**src/rtl/wdt_pkg.sv**
```systemverilog
package wdt_pkg;
  localparam int unsigned CTRL_PULSE_BIT = 1;
  localparam int unsigned CTRL_KBD_BIT   = 2;
  localparam int unsigned CTRL_MIN_BIT   = 3;
  localparam int unsigned STAT_EXP_BIT   = 4;
  localparam int unsigned STAT_KBD_BIT   = 6;
  localparam int unsigned STAT_MOUSE_BIT = 7;

  function automatic logic [7:0] cnt_addr(input int unsigned sel);
    return (sel == 2) ? 8'hF1 : (sel == 1) ? 8'hF4 : 8'hF6;
  endfunction
  function automatic logic [7:0] ctrl_addr(input int unsigned sel);
    return (sel == 2) ? 8'hF0 : (sel == 1) ? 8'hF3 : 8'hF5;
  endfunction
  function automatic logic [7:0] stat_addr(input int unsigned sel);
    return (sel == 2) ? 8'hF2 : 8'hF7;
  endfunction
endpackage

```
**src/rtl/wdt_unit_tick.sv**
```systemverilog
module wdt_unit_tick #(
  parameter int unsigned TICKS_PER_MIN = 60
) (
  input  logic clk_i,
  input  logic rst_ni,
  input  logic tick_i,
  input  logic minute_i,
  input  logic clear_i,
  output logic step_o
);
  localparam int unsigned W = (TICKS_PER_MIN > 2) ? $clog2(TICKS_PER_MIN) : 1;
  localparam logic [W-1:0] LAST = W'(TICKS_PER_MIN - 1);

  logic [W-1:0] pre_q;
  logic         wrap;

  assign wrap   = (pre_q == LAST);
  assign step_o = tick_i & (~minute_i | wrap);

  always_ff @(posedge clk_i or negedge rst_ni) begin
    if (!rst_ni)                pre_q <= '0;
    else if (clear_i)           pre_q <= '0;
    else if (tick_i && minute_i) pre_q <= wrap ? '0 : pre_q + 1'b1;
  end

  AST_MIN_WRAP: assert property (@(posedge clk_i) disable iff (!rst_ni)
    (minute_i && step_o && !clear_i) |=> (pre_q == '0));
endmodule

```
**src/rtl/wdt_down_counter.sv**
```systemverilog
module wdt_down_counter (
  input  logic       clk_i,
  input  logic       rst_ni,
  input  logic       load_i,
  input  logic [7:0] load_val_i,
  input  logic       stop_i,
  input  logic       step_i,
  output logic [7:0] count_o,
  output logic       expire_o,
  output logic       expired_o
);
  logic [7:0] count_q;
  logic       expired_q;
  logic       run;

  assign run      = step_i & ~load_i & ~stop_i & (count_q != 8'd0);
  assign expire_o = run & (count_q == 8'd1);

  always_ff @(posedge clk_i or negedge rst_ni) begin
    if (!rst_ni)     count_q <= 8'd0;
    else if (load_i) count_q <= load_val_i;
    else if (stop_i) count_q <= 8'd0;
    else if (run)    count_q <= count_q - 8'd1;
  end

  // latched expiry is released only by a nonzero load
  always_ff @(posedge clk_i or negedge rst_ni) begin
    if (!rst_ni)                           expired_q <= 1'b0;
    else if (load_i && load_val_i != 8'd0) expired_q <= 1'b0;
    else if (expire_o)                     expired_q <= 1'b1;
  end

  assign count_o   = count_q;
  assign expired_o = expired_q;

  AST_LOAD_VALUE: assert property (@(posedge clk_i) disable iff (!rst_ni)
    load_i |=> (count_q == $past(load_val_i)));
  AST_STEP_DOWN: assert property (@(posedge clk_i) disable iff (!rst_ni)
    (!load_i && !stop_i && step_i && count_q != 8'd0) |=> (count_q == $past(count_q) - 8'd1));
  AST_HOLD_IDLE: assert property (@(posedge clk_i) disable iff (!rst_ni)
    (!load_i && !stop_i && !step_i) |=> $stable(count_q));
  AST_EXPIRED_AT_ZERO: assert property (@(posedge clk_i) disable iff (!rst_ni)
    expired_q |-> (count_q == 8'd0));
  AST_STOP_CLEARS: assert property (@(posedge clk_i) disable iff (!rst_ni)
    (stop_i && !load_i) |=> (count_q == 8'd0 && !$rose(expired_q)));
endmodule

```
**src/rtl/wdt_pulse_gen.sv**
```systemverilog
module wdt_pulse_gen #(
  parameter int unsigned PULSE_CYCLES = 16
) (
  input  logic clk_i,
  input  logic rst_ni,
  input  logic start_i,
  output logic pulse_n_o
);
  localparam int unsigned W = $clog2(PULSE_CYCLES + 1);
  localparam logic [W-1:0] LEN = W'(PULSE_CYCLES);

  logic [W-1:0] left_q;

  always_ff @(posedge clk_i or negedge rst_ni) begin
    if (!rst_ni)            left_q <= '0;
    else if (start_i)       left_q <= LEN;
    else if (left_q != '0)  left_q <= left_q - 1'b1;
  end

  assign pulse_n_o = (left_q == '0);

  AST_PULSE_START: assert property (@(posedge clk_i) disable iff (!rst_ni)
    start_i |=> !pulse_n_o);
endmodule

```
**src/rtl/reset_watchdog.sv**
```systemverilog
module reset_watchdog
  import wdt_pkg::*;
#(
  parameter int unsigned MAP_SEL       = 0,
  parameter int unsigned TICKS_PER_MIN = 60,
  parameter int unsigned PULSE_CYCLES  = 16
) (
  input  logic       clk_i,
  input  logic       rst_ni,
  input  logic       tick_i,
  input  logic       we_i,
  input  logic [7:0] addr_i,
  input  logic [7:0] wdata_i,
  output logic [7:0] rdata_o,
  input  logic       kbd_evt_i,
  input  logic       mouse_evt_i,
  output logic       wdt_n_o,
  output logic       kbrst_n_o
);
  localparam logic [7:0] A_CNT  = cnt_addr(MAP_SEL);
  localparam logic [7:0] A_CTRL = ctrl_addr(MAP_SEL);
  localparam logic [7:0] A_STAT = stat_addr(MAP_SEL);

  logic [7:0] ctrl_q;
  logic       exp_flag_q, kbd_en_q, mouse_en_q;
  logic       cnt_we, ctrl_we, stat_we;
  logic       stop, step, expire, expired;
  logic [7:0] count;
  logic [7:0] stat_rd;

  assign cnt_we  = we_i & (addr_i == A_CNT);
  assign ctrl_we = we_i & (addr_i == A_CTRL);
  assign stat_we = we_i & (addr_i == A_STAT);

  assign stop = (kbd_evt_i & (ctrl_q[CTRL_KBD_BIT] | kbd_en_q)) |
                (mouse_evt_i & mouse_en_q);

  always_ff @(posedge clk_i or negedge rst_ni) begin
    if (!rst_ni)      ctrl_q <= 8'd0;
    else if (ctrl_we) ctrl_q <= wdata_i;
  end

  always_ff @(posedge clk_i or negedge rst_ni) begin
    if (!rst_ni) begin
      kbd_en_q   <= 1'b0;
      mouse_en_q <= 1'b0;
    end else if (stat_we) begin
      kbd_en_q   <= wdata_i[STAT_KBD_BIT];
      mouse_en_q <= wdata_i[STAT_MOUSE_BIT];
    end
  end

  // sticky cause flag: expiry sets, only a written 0 clears
  always_ff @(posedge clk_i or negedge rst_ni) begin
    if (!rst_ni)                                 exp_flag_q <= 1'b0;
    else if (expire)                             exp_flag_q <= 1'b1;
    else if (stat_we && !wdata_i[STAT_EXP_BIT])  exp_flag_q <= 1'b0;
  end

  wdt_unit_tick #(.TICKS_PER_MIN(TICKS_PER_MIN)) u_unit (
    .clk_i    (clk_i),
    .rst_ni   (rst_ni),
    .tick_i   (tick_i),
    .minute_i (ctrl_q[CTRL_MIN_BIT]),
    .clear_i  (cnt_we | stop | (count == 8'd0)),
    .step_o   (step)
  );

  wdt_down_counter u_cnt (
    .clk_i      (clk_i),
    .rst_ni     (rst_ni),
    .load_i     (cnt_we),
    .load_val_i (wdata_i),
    .stop_i     (stop),
    .step_i     (step),
    .count_o    (count),
    .expire_o   (expire),
    .expired_o  (expired)
  );

  wdt_pulse_gen #(.PULSE_CYCLES(PULSE_CYCLES)) u_kbrst (
    .clk_i     (clk_i),
    .rst_ni    (rst_ni),
    .start_i   (expire & ctrl_q[CTRL_PULSE_BIT]),
    .pulse_n_o (kbrst_n_o)
  );

  assign wdt_n_o = ~expired;

  always_comb begin
    stat_rd = 8'd0;
    stat_rd[STAT_EXP_BIT]   = exp_flag_q;
    stat_rd[STAT_KBD_BIT]   = kbd_en_q;
    stat_rd[STAT_MOUSE_BIT] = mouse_en_q;
  end

  always_comb begin
    if (addr_i == A_CNT)       rdata_o = count;
    else if (addr_i == A_CTRL) rdata_o = ctrl_q;
    else if (addr_i == A_STAT) rdata_o = stat_rd;
    else                       rdata_o = 8'd0;
  end

  AST_STAT_STICKY: assert property (@(posedge clk_i) disable iff (!rst_ni)
    (exp_flag_q && !(stat_we && !wdata_i[STAT_EXP_BIT])) |=> exp_flag_q);
  AST_EXPIRY_SETS_FLAG: assert property (@(posedge clk_i) disable iff (!rst_ni)
    $fell(wdt_n_o) |-> exp_flag_q);
  AST_WDT_ONLY_AT_ZERO: assert property (@(posedge clk_i) disable iff (!rst_ni)
    !wdt_n_o |-> (count == 8'd0));
  AST_NO_PULSE_DISABLED: assert property (@(posedge clk_i) disable iff (!rst_ni)
    (kbrst_n_o && !(expire && ctrl_q[CTRL_PULSE_BIT])) |=> kbrst_n_o);
endmodule

```
**config.mk**
```make
export PLATFORM = sky130hd
export DESIGN_NAME = reset_watchdog
export DESIGN_NICKNAME = d
export VERILOG_FILES = /design/src/rtl/wdt_pkg.sv /design/src/rtl/wdt_unit_tick.sv /design/src/rtl/wdt_down_counter.sv /design/src/rtl/wdt_pulse_gen.sv /design/src/rtl/reset_watchdog.sv
export SDC_FILE = /design/constraint.sdc
export NUM_CORES = 1
export LEC_CHECK = 0
export ABC_AREA = 0
export BUFFER_PORTS_ARGS = -buffer_cell sky130_fd_sc_hd__buf_2
export CORE_MARGIN = 3
export CORE_UTILIZATION = 50
export DETAILED_ROUTE_END_ITERATION = 7
export PLACE_DENSITY_LB_ADDON = 0.25
export SLEW_MARGIN = 10
export SYNTH_ARGS = -nofsm -noshare
export SYNTH_HDL_FRONTEND = slang
export SYNTH_SLANG_ARGS = --single-unit
```
**constraint.sdc**
```tcl
create_clock -name clk_i -period 1.6 [get_ports clk_i]
set_input_delay 0.24 -clock clk_i [delete_from_list [all_inputs] [get_ports clk_i]]
set_output_delay 0.24 -clock clk_i [all_outputs]
set_load 0.05 [all_outputs]
```
==> flow_summary.ini, run 1 <==
[power]
power_density_nw_per_um2 = 1220
p_seq_frac = 0.330
irDropWorstVdd_mv = 0.887
p_clk_frac = 0.194
combinationalPowerShare = 0.475
power.leakage_nw = 1.34
p_sw_w = 0.00136
internal-power_w = 0.00223
netSwitchingFraction = 0.378

[cts]
clkTransAtPathRegs_ns = 0.07
cts_tree = yes
cts_hold_buf = 0
insertion_delay_ns = 0.28
root_buffer = clkbuf_8
clock-sinks = 31
clockBufferDepth = 2
numCtsBuffers = 5
ctsHtreeMaxLevel = 2

[yosys]
synth-main-ff-cell = dfrtp_1
synthTopCellsByCount = 31 x dfrtp_1, 23 x nand2_1, 22 x nor2_1, 13 x a21oi_1, 13 x mux2_2
seq_area_frac_synth = 0.402
synth-edff-count = 0
synth.distinct_cells = 46
netlist_instances = 201
syn_area_per_cell_um2 = 9.59
synth_most_common_cell = dfrtp_1
synth.top_cells.by_area = dfrtp_1 40%, mux2_2 7.6%, nand2_1 4.5%
ys_ff_latch = 31
synth_top_area_frac = 0.402
syn-cell-area_um2 = 1930
async_reset_ff_frac = 1.00
synth.largest_area_cell = dfrtp_1
synth_nets = 229
yosys_warnings = 0

[detailed_routing]
vias_per_cell = 6.45
via_count = 2160
antenna_left = 0
drt_wl_total_um = 6870
dr.first_iter.drc_count = 205
remaining_drc_errors = 0
wl_per_cell_um = 20.5
dr.pass1.iters = 5

[timing]
fin_crit_sh = 1.10
worst_pin_slew_ns = 0.701
skew_ns = 0.00341
max_slew_margin = 0.533
setup_violations = 17
hold_violations = 4
grt_setup_unrepaired = true
tns_ns = -1.51
finalCriticalPeriod_ns = 1.76
maxSlewViolCount = 0
whs_ns = -0.00596
fmax_mhz = 568
setup_slack_ns = -0.161

[worst_hold_path]
hp-class = in2async

[grt]
top_usage_layer = met2
gr-usage-all-layers = 0.282
grt_pass1_vias = 2076
antenna_found_initial = 0
overflow = 0
use_met3 = 0.0542
grt_max_degree = 32
grt_pass1_wl_um = 9610
grt_use_met2 = 0.478
met1_usage = 0.344

[floorplanning]
ioPinCount = 32
rows = 21
core_area_um2 = 3520
die_h_um = 68.1
start_util = 0.548
dieArea_um2 = 4640
die_w_um = 68.1

[setup_path]
reg2reg_setup_slack_ns = -0.16
critPathMaxStageDelay_ns = 0.42
worst_path_max_delay_cell = dfrtp_1
path_class = reg2reg
cp.required_ns = 1.80
cp.arrival_ns = 1.96
critPathLaunch = u_cnt.count_o[7]
cp_max_fo = 2
crit_chain = nor4_4 > nand4_1 > nor2b_4 > buf_4 > nand3b_1 > a22oi_1
cp-end-kind = register
cp-start-kind = register
reg2reg_from = u_cnt.count_o[7]

[placement]
place_area_um2 = 2490
io_buffers = 31
dp_cells = 315
place.gp.congestion = 0.903
preCtsSetupSlack_ns = -0.121
hpwlAfterDp_um = 3910

[run_status]
violations = hold timing, setup timing
outcome = finished with violations

[layout]
diodes = 0
fin_area_um2 = 2950
drive_gt1_frac = 0.533
layout.nets = 316
syn2layout_area_growth_pct = 53.2
stdcell_count = 335

[run]
drv_cap = 0
## worst max-delay path: cells and delay by family (launching register included)
family | cells | cell delay (ns)
AND/OR/NAND/NOR | 4 | 0.94
AO/OA/AOI/OAI | 1 | 0.20
buffers and inverters | 1 | 0.13
flip-flops | 1 | 0.42
## cell families after synthesis
family | count (synthesis) | share of synthesized area
buffers and inverters | 13 | 0.0350
adder cells (fa/ha/maj) | 6 | 0.0389
AND/OR/NAND/NOR | 87 | 0.247
AO/OA/AOI/OAI | 47 | 0.182
XOR/XNOR | 3 | 0.0136
flip-flops | 31 | 0.402
multiplexers | 14 | 0.0811
## path summary, 6_finish.rpt
kind | endpoint | cells after the start
worst max-delay path | u_cnt.expired_o | 6
worst min-delay path | u_kbrst.left_q[2] | 1
worst max register to register | u_cnt.expired_o | 6
worst min register to register | ctrl_q[4] | 1
max in group asynchronous | u_cnt.count_o[7] | 1
min in group clk_i | u_cnt.count_o[0] | 3
## routing by layer
metal / up-vias / wire (µm)
met3: 45 / 588
met2: 155 / 3350
met1: 1041 / 2540
met4: 0 / 391
li1: 919 / -
met5: - / 0
## area by class of cell
type	instances	area, µm²
multi-input cells	158	1330
flip-flops and latches	31	776
repair buffers	85	662
well taps	46	57.6
clock buffers	7	96.3
inverters	7	26.3
fillers	184	567
clock inverters	1	7.51
## per-stage QoR
stage	power (W)	util
finish	0.00359	0.839
global route	0.00377	0.839
CTS	0.00330	0.792
detailed placement	0.00241	0.707
global placement	0.00237	0.707
floorplan	0.00189	-
## cell usage in the layout, fill, tap and decap left out, types with 5 or more instances in the layout
cell type  synthesis  final
clkbuf_8           0      7
a22oi_1           11      5
a22oi_2            0      6
buf_8              0      5
mux2_2            13     10
nand2_1           23     21
a21oi_1           13     13
buf_2              0     22
dfrtp_1           31     31
nor3_1             7      5
buf_4              1     47
buf_6              2     11
nor2_4             0      9
nor2_1            22     13
## state kept, by name (all words and copies together) (netlist names)
| register | cells |
|---|---|
| ctrl_q | 8 |
| u_cnt.count_o | 8 |
| u_unit.pre_q | 6 |
| u_kbrst.left_q | 5 |
| exp_flag_q | 1 |
| kbd_en_q | 1 |
| mouse_en_q | 1 |
| u_cnt.expired_o | 1 |
## power groups by stage
stage / sequential, W / combinational (W) / clock, W
finish: 0.00119 / 0.00171 / 0.000698
global placement: 0.00114 / 0.00123 / 0
detailed placement: 0.00115 / 0.00126 / 0
global route: 0.00120 / 0.00182 / 0.000742
floorplan: 0.00115 / 0.000739 / 0
CTS: 0.00116 / 0.00144 / 0.000700
## repair_timing
action / 4_1_cts / 5_1_grt
cloned: 1 / 0
gates resized for setup: 40 / 30
endpoints found under the hold margin: 0 / 0
pin swaps: 13 / 12
setup buffers: 7 / 5
setup endpoints to repair: 24 / 28
No activity file was read; power rests on OpenSTA's default activity.
==> inputs of run 2 (changes only) <==
--- a/config.mk
+++ b/config.mk
@@ -11,6 +11,7 @@
 export CORE_UTILIZATION = 50
 export DETAILED_ROUTE_END_ITERATION = 7
 export PLACE_DENSITY_LB_ADDON = 0.25
+export REMOVE_ABC_BUFFERS = 1
 export SLEW_MARGIN = 10
 export SYNTH_ARGS = -nofsm -noshare
 export SYNTH_HDL_FRONTEND = slang
==> run 2 against run 1 <==
Effect of this change: the flow still finishes with violations (hold timing, setup timing); routed wire length down 21%; count of clock-buffer cells in the layout is 1 lower; sequential share of layout area up 2.0 points; clock power is 10% lower; register-to-register slack better by 0.12 ns.
==> flow_summary.ini, run 2 (same netlist as run 1, synthesis figures left out) <==
[cts]
insertion_delay_ns = 0.29
root_buffer = clkbuf_8
cts_tree = yes
clock-sinks = 31
numCtsBuffers = 5
ctsHtreeMaxLevel = 2
clockBufferDepth = 2
clkTransAtPathRegs_ns = 0.07

[detailed_routing]
via_count = 1841
dr.first_iter.drc_count = 111
remaining_drc_errors = 0
wl_per_cell_um = 16.8
vias_per_cell = 5.74
drt_wl_total_um = 5390
dr.pass1.iters = 4
antenna_left = 0

[timing]
finalCriticalPeriod_ns = 1.64
whs_ns = -0.00557
setup_violations = 10
grt_setup_unrepaired = true
setup_slack_ns = -0.0366
hold_violations = 8
fin_crit_sh = 1.02
maxSlewViolCount = 0
worst_pin_slew_ns = 0.706
tns_ns = -0.159
max_slew_margin = 0.529
fmax_mhz = 611
skew_ns = 0.00904

[setup_path]
cp.required_ns = 1.82
cp-start-kind = register
path_class = reg2reg
reg2reg_from = u_cnt.count_o[6]
critPathLaunch = u_cnt.count_o[6]
worst_path_max_delay_cell = dfrtp_1
cp-end-kind = register
critPathMaxStageDelay_ns = 0.41
cp_max_fo = 3
cp.arrival_ns = 1.86
crit_chain = nor4_4 > nand3_2 > and3_4 > a311o_1 > a2bb2oi_2

[floorplanning]
dieArea_um2 = 4640
rows = 21
core_area_um2 = 3520
ioPinCount = 32
start_util = 0.548
die_h_um = 68.1
die_w_um = 68.1

[run]
drv_cap = 0

[layout]
layout_commonest_cell = buf_4
syn2layout_area_growth_pct = 42.7
regArea_um2 = 777
diodes = 0
mostFrequentLayoutCells = 38 x buf_4, 30 x dfrtp_1, 22 x buf_2, 21 x nand2_1, 15 x nor2_1
multi_input_area_um2 = 1250
num-fill-cells = 231
drive_gt1_frac = 0.527
layout.nets = 303
stdcell_count = 321

[placement]
io_buffers = 31
hpwlAfterDp_um = 3670
dp_cells = 310
place.gp.congestion = 0.929

[run_status]
violations = hold timing, setup timing
outcome = finished with violations

[power]
power.leakage_nw = 1.24
irDropWorstVdd_mv = 0.782
p_total_w = 0.00330
power_density_nw_per_um2 = 1200

[grt]
grt_max_degree = 32
overflow = 0
gr-usage-all-layers = 0.239
grt_pass1_wl_um = 8070
antenna_found_initial = 0
grt_pass1_vias = 1735

[worst_hold_path]
hp-class = in2async
==> run 2: changes by cell type in the layout (fill, tap and decap cells not counted), sizes merged <==
cell,delta
nand3,-1
clkinv,+1
buf,-12
clkinvlp,-1
clkbuf,-1
==> run 2: final timing paths <==
| path | slack [ns] | endpoint | cells after the start |
|---|---|---|---|
| worst min register to register | 0.51 | ctrl_q[4] | 1 |
| min in group clk_i | 0.21 | u_cnt.count_o[1] | 2 |
| max in group asynchronous | 1.11 | u_cnt.count_o[0] | 1 |
| worst max register to register | -0.04 | u_cnt.count_o[4] | 5 |
| worst min-delay path | -0.006 | u_kbrst.left_q[0] | 1 |
| worst max-delay path | -0.04 | u_cnt.count_o[4] | 5 |
==> run 2: area by class of cell <==
type | instances | area share
inverters | 7 | 0.00955
multi-input cells | 157 | 0.456
clock inverters | 1 | 0.00182
repair buffers | 73 | 0.200
well taps | 46 | 0.0209
flip-flops and latches | 31 | 0.282
clock buffers | 6 | 0.0300
==> run 2: power breakdown <==
group | switching (W) | leakage (nW) | internal (W) | total, W
sequential | 0.000214 | 0.400 | 0.000990 | 0.00120
combinational | 0.000704 | 0.790 | 0.000770 | 0.00147
clock | 0.000290 | 0.0470 | 0.000337 | 0.000627
==> run 2: timing repair <==
action,4_1_cts,5_1_grt
endpoints found under the setup margin,21,25
hold buffers,0,0
pin swaps,6,7
setup buffers,2,3
resized for setup,27,45
==> run 2: critical path, delay by kind of cell, from the launching register on <==
kind | cells | cell delay [ns]
AO/OA/AOI/OAI | 2 | 0.42
flip-flops | 1 | 0.41
AND/OR/NAND/NOR | 3 | 0.73
==> run 2: metal layers <==
metal  vias up  track usage  part of all wire
met5         -            0                 0
met1       896        0.318              0.45
li1        885            -                 -
met2        49        0.372              0.49
met3        11       0.0493             0.036
met4         0        0.109             0.016
==> run 2: per-stage QoR <==
stage          setup WS, ns  instance area, µm²   util  hold slack [ns]
5_1_grt              -0.114                2750  0.781           0.0377
2_1_floorplan        -0.296                1890      -          -0.0556
6_report            -0.0366                2750  0.781         -0.00557
4_1_cts             -0.0128                2570  0.731           0.0168
3_5_place_dp         -0.125                2380  0.677            0.324
3_3_place_gp        -0.0541                2380  0.677            0.334
==> inputs of run 3 (changes only) <==
--- a/config.mk
+++ b/config.mk
@@ -8,7 +8,7 @@
 export ABC_AREA = 0
 export BUFFER_PORTS_ARGS = -buffer_cell sky130_fd_sc_hd__buf_2
 export CORE_MARGIN = 3
-export CORE_UTILIZATION = 50
+export CORE_UTILIZATION = 24
 export DETAILED_ROUTE_END_ITERATION = 7
 export PLACE_DENSITY_LB_ADDON = 0.25
 export REMOVE_ABC_BUFFERS = 1
==> run 3 against run 2 <==
Effect of this change: the run ends with setup timing left; register-to-register slack hardly changed; sequential share of layout area is 1.9 points lower; die area is 97% higher; global-route usage is 12 points lower; sequential cell count stayed put; clock skew is 0.0034 ns lower; routed wire length is 2.3% higher; cell area is 7.2% higher; first-iteration DRC count is 32% lower; via count is 0.92% lower; combinational power is 5% higher; critical path type unchanged.
==> flow_summary.ini, run 3 (same netlist as run 1, synthesis figures left out) <==
[floorplanning]
start_util = 0.248
ioPinCount = 32
core_area_um2 = 7770
die_w_um = 95.6
dieArea_um2 = 9150
rows = 32
die_h_um = 95.6

[detailed_routing]
antenna_left = 0
remaining_drc_errors = 0
dr.pass1.iters = 4
drt_wl_total_um = 5520
vias_per_cell = 4.73
wl_per_cell_um = 14.3
via_count = 1824
dr.first_iter.drc_count = 75

[timing]
skew_ns = 0.00565
setup_violations = 10
fin_crit_sh = 1.03
setup_slack_ns = -0.0504
grt_setup_unrepaired = true
maxSlewViolCount = 0
finalCriticalPeriod_ns = 1.65
fmax_mhz = 606
worst_pin_slew_ns = 0.405
whs_ns = 0.218
max_slew_margin = 0.730
hold_violations = 0

[power]
p_sw_w = 0.00120
p_total_w = 0.00341
combinationalPowerShare = 0.456
power_density_nw_per_um2 = 1160
irDropWorstVdd_mv = 0.451
p_clk_frac = 0.202
internal-power_w = 0.00221
p_seq_frac = 0.343
power.leakage_nw = 1.30
netSwitchingFraction = 0.351

[cts]
clockBufferDepth = 2
insertion_delay_ns = 0.28
root_buffer = clkbuf_8
numCtsBuffers = 5
cts_tree = yes
ctsHtreeMaxLevel = 2
clkTransAtPathRegs_ns = 0.07
clock-sinks = 31

[setup_path]
cp-start-kind = register
path_class = reg2reg
cp.arrival_ns = 1.86
cp_max_fo = 4
cp-end-kind = register
worst_path_max_delay_cell = dfrtp_1
crit_chain = nor4_4 > nand3_2 > and3_4 > a311o_1 > a2bb2oi_2
critPathMaxStageDelay_ns = 0.42
cp.required_ns = 1.81

[layout]
fin_util = 0.380
mostFrequentLayoutCells = 44 x buf_4, 30 x dfrtp_1, 22 x buf_2, 21 x nand2_1, 14 x nor2_1
num-fill-cells = 791
fin_area_um2 = 2950
syn2layout_area_growth_pct = 53.0
layout_commonest_cell = buf_4
layout.nets = 311
diodes = 0
drive_gt1_frac = 0.532

[placement]
place_area_um2 = 2500
hpwlAfterDp_um = 4140
place.gp.congestion = 0.799
io_buffers = 31

[run_status]
outcome = finished with violations
violations = setup timing

[grt]
overflow = 0
grt_max_degree = 18
antenna_found_initial = 0
met1_usage = 0.168
use_met3 = 0.0229
grt_pass1_wl_um = 8770
gr-usage-all-layers = 0.124
grt_pass1_vias = 1755
grt_use_met2 = 0.198
top_usage_layer = met2

[run]
drv_cap = 0

[worst_hold_path]
hp-class = in2reg
run 3: changes by cell type in the layout (fill, tap and decap cells not counted), sizes merged:
| cell | delta |
|---|---|
| buf | +7 |
| clkbuf | +2 |
| clkinv | -1 |
| dlygate4sd3 | +1 |
run 3: area by class of cell:
type,instances,area [µm²],share of cell area
Tap cell,102,128,0.0433
Multi-Input combinational cell,157,1290,0.436
Inverter,7,26.3,0.00891
Clock buffer,8,100,0.0339
Timing Repair Buffer,81,633,0.215
Sequential cell,31,777,0.263
run 3: metal layers:
metal  wire length, µm  part of all wire
met1              2580              0.47
met2              2670              0.48
met3               206             0.037
met4                66             0.012
met5                 0                 0
run 3: worst max-delay path, delay by kind of cell (launching register included):
family,cells,cell delay [ns]
simple gates,3,0.73
compound gates,2,0.44
flops,1,0.42
run 3: worst paths after layout:
check | start | endpoint | slack, ns | cells past startpoint
setup / recovery | u_cnt.count_o[6] | u_cnt.count_o[4] | -0.05 | 5
hold / removal | wdata_i[0] | u_cnt.count_o[0] | 0.22 | 3
setup reg to reg | u_cnt.count_o[6] | u_cnt.count_o[4] | -0.05 | 5
hold reg to reg | ctrl_q[7] | ctrl_q[7] | 0.51 | 1
max in group asynchronous | rst_ni | u_cnt.count_o[2] | 0.75 | 3
min in group asynchronous | rst_ni | mouse_en_q | 0.42 | 2
run 3: power groups by stage:
stage	sequential [W]	combinational (W)	clock, W
2_1_floorplan	0.00115	0.000695	0
3_3_place_gp	0.00115	0.00125	0
3_5_place_dp	0.00115	0.00126	0
4_1_cts	0.00117	0.00135	0.000712
5_1_grt	0.00120	0.00171	0.000745
6_report	0.00117	0.00155	0.000687
run 3: repair_timing:
| action | CTS | global route |
|---|---|---|
| setup buffers | 1 | 5 |
| endpoints found under the hold margin | 14 | 0 |
| resized for setup | 33 | 47 |
| endpoints found under the setup margin | 23 | 29 |
| pin swaps | 3 | 9 |
| hold buffers | 1 | 0 |
run 3: stage by stage:
stage / setup WS [ns] / instances / setup TNS, ns
6_report: -0.0504 / 386 / -0.156
5_1_grt: -0.111 / 386 / -1.30
4_1_cts: -0.0285 / 381 / -0.0911
3_5_place_dp: -0.132 / 371 / -1.41
3_3_place_gp: -0.0894 / 371 / -0.753
2_1_floorplan: -0.296 / 195 / -2.83
